### src/rtl/dac_dither_pkg.sv
`timescale 1ns/1ps
package dac_dither_pkg;
  localparam int unsigned DEF_LEVEL_W = 16;
  localparam int unsigned DEF_CODE_W  = 9;

  typedef enum logic {
    MODE_OFF = 1'b0,
    MODE_DAC = 1'b1
  } dac_mode_e;
endpackage

### src/rtl/dac_frame_ctr.sv
`timescale 1ns/1ps
module dac_frame_ctr #(
  parameter int unsigned POS_W = 7
) (
  input  logic             clk,
  input  logic             rst_n,
  output logic [POS_W-1:0] pos,
  output logic             last
);
  logic [POS_W-1:0] pos_q, pos_d;

  always_comb begin
    pos_d = pos_q + POS_W'(1);
  end

  always_ff @(posedge clk or negedge rst_n) begin
    if (!rst_n) pos_q <= '0;
    else        pos_q <= pos_d;
  end

  assign pos  = pos_q;
  assign last = &pos_q;
endmodule

### src/rtl/dac_cfg_stage.sv
`timescale 1ns/1ps
module dac_cfg_stage
  import dac_dither_pkg::*;
#(
  parameter int unsigned LEVEL_W = 16
) (
  input  logic               clk,
  input  logic               rst_n,
  input  logic               cfg_wr,
  input  logic               cfg_dac_en,
  input  logic [LEVEL_W-1:0] cfg_level,
  input  logic               frame_last,
  output logic               act_mode,
  output logic [LEVEL_W-1:0] act_level
);
  dac_mode_e          pend_mode_q, pend_mode_d, act_mode_q, act_mode_d;
  logic [LEVEL_W-1:0] pend_level_q, pend_level_d, act_level_q, act_level_d;
  logic               pend_en, act_en;
  dac_mode_e          wr_mode;

  always_comb begin
    wr_mode      = cfg_dac_en ? MODE_DAC : MODE_OFF;
    pend_en      = cfg_wr;
    pend_mode_d  = wr_mode;
    pend_level_d = cfg_level;
    act_en       = frame_last;
    if (cfg_wr) begin
      act_mode_d  = wr_mode;
      act_level_d = cfg_level;
    end else begin
      act_mode_d  = pend_mode_q;
      act_level_d = pend_level_q;
    end
  end

  always_ff @(posedge clk or negedge rst_n) begin
    if (!rst_n) begin
      pend_mode_q  <= MODE_OFF;
      pend_level_q <= '0;
    end else if (pend_en) begin
      pend_mode_q  <= pend_mode_d;
      pend_level_q <= pend_level_d;
    end
  end

  always_ff @(posedge clk or negedge rst_n) begin
    if (!rst_n) begin
      act_mode_q  <= MODE_OFF;
      act_level_q <= '0;
    end else if (act_en) begin
      act_mode_q  <= act_mode_d;
      act_level_q <= act_level_d;
    end
  end

  assign act_mode  = (act_mode_q == MODE_DAC);
  assign act_level = act_level_q;
endmodule

### src/rtl/dac_dither_sel.sv
`timescale 1ns/1ps
module dac_dither_sel #(
  parameter int unsigned LEVEL_W = 16,
  parameter int unsigned CODE_W  = 9,
  localparam int unsigned FRAC_W = LEVEL_W - CODE_W
) (
  input  logic               act_mode,
  input  logic [LEVEL_W-1:0] act_level,
  input  logic [FRAC_W-1:0]  pos,
  output logic [CODE_W-1:0]  dac_code
);
  logic [FRAC_W-1:0] pos_rev;
  logic [FRAC_W-1:0] frac;
  logic [CODE_W-1:0] base, base_up;
  logic              raise;

  for (genvar i = 0; i < FRAC_W; i++) begin : g_rev
    assign pos_rev[i] = pos[FRAC_W-1-i];
  end

  always_comb begin
    base    = act_level[LEVEL_W-1 -: CODE_W];
    frac    = act_level[FRAC_W-1:0];
    base_up = (&base) ? base : base + CODE_W'(1);
    raise   = (pos_rev < frac);
    if (!act_mode)  dac_code = '0;
    else if (raise) dac_code = base_up;
    else            dac_code = base;
  end
endmodule

### src/rtl/dac_dither_drv.sv
`timescale 1ns/1ps
module dac_dither_drv
  import dac_dither_pkg::*;
#(
  parameter int unsigned LEVEL_W = DEF_LEVEL_W,
  parameter int unsigned CODE_W  = DEF_CODE_W
) (
  input  logic               clk,
  input  logic               rst_n,
  input  logic               cfg_wr,
  input  logic               cfg_dac_en,
  input  logic [LEVEL_W-1:0] cfg_level,
  output logic [CODE_W-1:0]  dac_code
);
  localparam int unsigned FRAC_W = LEVEL_W - CODE_W;

  logic [FRAC_W-1:0]  frame_pos;
  logic               frame_last;
  logic               act_mode;
  logic [LEVEL_W-1:0] act_level;

  dac_frame_ctr #(.POS_W(FRAC_W)) u_ctr (
    .clk   (clk),
    .rst_n (rst_n),
    .pos   (frame_pos),
    .last  (frame_last)
  );

  dac_cfg_stage #(.LEVEL_W(LEVEL_W)) u_cfg (
    .clk        (clk),
    .rst_n      (rst_n),
    .cfg_wr     (cfg_wr),
    .cfg_dac_en (cfg_dac_en),
    .cfg_level  (cfg_level),
    .frame_last (frame_last),
    .act_mode   (act_mode),
    .act_level  (act_level)
  );

  dac_dither_sel #(.LEVEL_W(LEVEL_W), .CODE_W(CODE_W)) u_sel (
    .act_mode  (act_mode),
    .act_level (act_level),
    .pos       (frame_pos),
    .dac_code  (dac_code)
  );
endmodule

### config.mk
export PLATFORM = sky130hd
export DESIGN_NAME = dac_dither_drv
export DESIGN_NICKNAME = d
export VERILOG_FILES = /design/src/rtl/dac_dither_pkg.sv /design/src/rtl/dac_frame_ctr.sv /design/src/rtl/dac_cfg_stage.sv /design/src/rtl/dac_dither_sel.sv /design/src/rtl/dac_dither_drv.sv
export SDC_FILE = /design/constraint.sdc
export NUM_CORES = 1
export LEC_CHECK = 0
export BUFFER_PORTS_ARGS = -buffer_cell sky130_fd_sc_hd__buf_2
export CORE_ASPECT_RATIO = 1.75
export CORE_UTILIZATION = 51
export CTS_CLUSTER_DIAMETER = 60
export DETAILED_ROUTE_END_ITERATION = 8
export GPL_ROUTABILITY_DRIVEN = 0
export MAX_ROUTING_LAYER = met4
export PLACE_DENSITY = 0.8
export SETUP_SLACK_MARGIN = 0.5
export SYNTH_ARGS = -nofsm -noshare
export SYNTH_HDL_FRONTEND = slang
export SYNTH_SLANG_ARGS = --single-unit
### constraint.sdc
create_clock -name clk -period 1.7 [get_ports clk]
set_input_delay 0.085 -clock clk [delete_from_list [all_inputs] [get_ports clk]]
set_output_delay 0.085 -clock clk [all_outputs]
set_load 0.01 [all_outputs]
==> impl_metrics.toml <==
[status]
status = "complete, but fails checks"
violations = "setup timing"

[cts]
cts_tree = "yes"
clock_sinks = 41
cts_buffer_depth = 2
clkTransAtPathRegs_ns = 0.08
insertion_delay_ns = 0.29
h-tree-depth = 2
cts_root_buf = "clkbuf_8"
cts-buffers-inserted = 5

[detailed_routing]
vias = 1393
first_pass_iters = 4
wl_um = 4480
wl_per_cell_um = 17.71
vias_per_cell = 5.506
dr.first_iter.drc_count = 31
final_antenna_net_count = 0
drc = 0

[synth]
synth_edf_count = 0
yosysTopAreaCell = "dfrtp_1"
synth_top_family_by_area = "multiplexers"
synthAdderAreaFrac = 0.04957
ys_seq_elements = 41
ys_types = 39
synth_top_area_share = 0.5081
synthMuxAreaShare = 0.2094
yosysMostFrequentCell = "dfrtp_1"
syn_area_per_cell_um2 = 13.11
netlist_instances = 154
syn_nets = 182
synth_xor_xnor_area_share = 0.02169
synth-async-reset-ratio = 1.000
yosys_warnings = 0
synth_common_cells = "dfrtp_1 (41), mux2_2 (33), nand2_1 (9), ha_1 (8), nand3_1 (8)"
yosysSeqAreaShare = 0.5081
synth-compound-area-share = 0.06815
synth.top_cells.by_area = "dfrtp_1 (51%), mux2_2 (18%), ha_1 (5.0%), mux2i_1 (2.0%), nand3_1 (2.0%)"
syn-cell-area_um2 = 2019
yosys.area_share.simple = 0.1140
synth_flop_cell = "dfrtp_1"

[critical_path]
reg2reg_slack_ns = 0.22
r2r_end = "u_cfg.act_level[7]$_DFFE_PN0P_"
critical_path.top_delay_family = "compound AO/OA/AOI/OAI gates"
cpMaxStageDelayCell = "dfrtp_1"
endpoint = "dac_code[3]"
r2r_cells = 5
end_kind = "primary output"
cpPeakStageDelay_ns = 0.44
path_depth = 8
crit_path_start_kind = "flip-flop"
worst-path-max-fanout = 6
timing.rr.start = "u_ctr.pos[4]$_DFF_PN0_"
worstPathArrival_ns = 2.26
critPathBufInv = 2
crit_path_start = "u_ctr.pos[4]$_DFF_PN0_"
worst_ep_required_time_ns = 1.62
crit_chain = "ha_4, a21o_4, a31oi_4, o221ai_4, buf_6, o311ai_4, o41ai_2, buf_2"
crit_type = "flip-flop to primary output"

[placement]
io_buffers = 28
place_hpwl_um = 2909
dp_slack_ns = -0.3843
dp.cells = 237

[timing]
fmax_mhz = 426.2
period_minus_slack_ns = 2.347
holdWs_ns = 0.03691
layout_worst_path_cycle_share = 1.380
worst_slack_ns = -0.6466
rsz0062_at_grt = "yes"
clock_skew_ns = 0.007651
final-hold-violation-count = 0
relSlewSlack = 0.6384
slew_violations = 0
finalSetupViolations = 9
tightest_slew_ns = 0.5424

[final_layout]
stdcell_count = 253
multi_input_area_um2 = 1137
area_growth_pct = 32.53
antenna_cells = 0
regArea_um2 = 1026
n_fill_cell = 255
nets = 234
drive_above_1_share = 0.5556

[floorplan]
core_area_um2 = 3701
die_area_um2 = 4225
die_w_um = 49.57
die_h_um = 85.24
top_level_ports = 29
rows = 29
start_util = 0.5456

[pwr]
ir_worst_vdd_mv = 0.8013
powerDensity_nw_per_um2 = 714.2
p_leak_uw = 0.001249

[grt]
grt_use_total = 0.2365
grt_pass1_vias = 1592
antenna_found_initial = 0
overflow = 0
grt_start_max_net_pins = 42
grt_pass1_wl_um = 7265

[job]
drv_cap = 0

[hold_path]
hp-class = "primary input to flip-flop"
holdPathStages = 2
## final cells by class
cell class	count	area share
Multi-Input combinational cell	101	0.4250
Timing Repair Buffer	50	0.1281
Clock buffer	5	0.02571
Tap cell	46	0.02151
Inverter	7	0.009818
Clock inverter	3	0.006545
Sequential cell	41	0.3834
## flip-flops by register name, indices dropped and copies added (netlist names)
| register | flops |
|---|---|
| u_cfg.act_mode | 1 |
| u_ctr.pos | 7 |
| u_cfg.pend_mode_q | 1 |
| u_cfg.pend_level_q | 16 |
| u_cfg.act_level | 16 |
## metal layers
layer	global-route usage	part of all wire
met1	0.2465	0.38
met2	0.4140	0.57
met3	0.04122	0.023
met4	0.1221	0.033
met5	-	0
## cells by family (layout without fill, tap and decap cells)
family                   after synthesis  in the layout
adder cells (fa/ha/maj)                8              8
multiplexers                          38             38
flip-flops                            41             41
XOR/XNOR                               5              5
AND/OR/NAND/NOR                       36             36
buffers and inverters                 12             65
AO/OA/AOI/OAI                         14             14
## stage by stage
step / total power, uW / instance area [um2] / TNS [ns] / util
after floorplan: 1200 / 2039 / -0.9087 / -
after global placement: 1270 / 2306 / -2.055 / 0.6231
after detailed placement: 1287 / 2306 / -2.779 / 0.6231
after CTS: 1923 / 2597 / -5.131 / 0.7018
after global routing: 2007 / 2676 / -5.882 / 0.7231
final: 1911 / 2676 / -5.265 / 0.7231
## power breakdown
| part | total (uW) | switching, uW | internal, uW | leakage, uW |
|---|---|---|---|---|
| clock | 607 | 324 | 283 | 0.0000439 |
| combinational | 236 | 110 | 125 | 0.000704 |
| sequential | 1070 | 34.3 | 1040 | 0.000501 |
## placed cells by master, fill, tap and decap left out, drive strengths merged
cell / netlist / layout
buf: 4 / 49
dfrtp: 41 / 41
mux2: 34 / 34
nand2: 9 / 9
nand3: 9 / 9
ha: 8 / 8
inv: 7 / 7
nand2b: 5 / 5
clkbuf: 1 / 5
mux2i: 4 / 4
xnor2: 4 / 4
nor2: 3 / 3
nor3: 3 / 3
a21oi: 2 / 2
o21a: 2 / 2
clkinv: 0 / 2
nand4: 2 / 2
and3: 1 / 1
xor2: 1 / 1
a21o: 1 / 1
a31oi: 1 / 1
o221ai: 1 / 1
or2: 1 / 1
o31a: 1 / 1
o21bai: 1 / 1
o311a: 1 / 1
nor4: 1 / 1
o311ai: 1 / 1
o41ai: 1 / 1
nor3b: 1 / 1
o21ai: 1 / 1
or3: 1 / 1
a21boi: 1 / 1
clkinvlp: 0 / 1
dlygate4sd3: 0 / 1
## timing repair
| item | 4_1_cts | 5_1_grt |
|---|---|---|
| pin swaps | 5 | 6 |
| gates resized for setup | 31 | 10 |
| hold buffers | 1 | 0 |
| buffers inserted | 4 | 3 |
| endpoints found under the hold margin | 41 | 0 |
| gates cloned | 0 | 0 |
| setup endpoints to repair | 26 | 26 |
## worst min-delay path by stage
stage,end,startpoint,slack [ns]
global route,u_cfg.pend_level_q[11]$_DFF_PN0_,cfg_level[11],0.03
floorplan,u_cfg.act_level[0]$_DFFE_PN0P_,rst_n,-0.21
finish,u_cfg.pend_level_q[1]$_DFF_PN0_,cfg_level[1],0.04
CTS,u_cfg.pend_mode_q$_DFF_PN0_,cfg_dac_en,0.03
detailed placement,u_cfg.pend_level_q[6]$_DFF_PN0_,rst_n,0.17
global placement,u_cfg.act_level[6]$_DFFE_PN0P_,rst_n,0.16
Power figures use the tool's default switching activity.
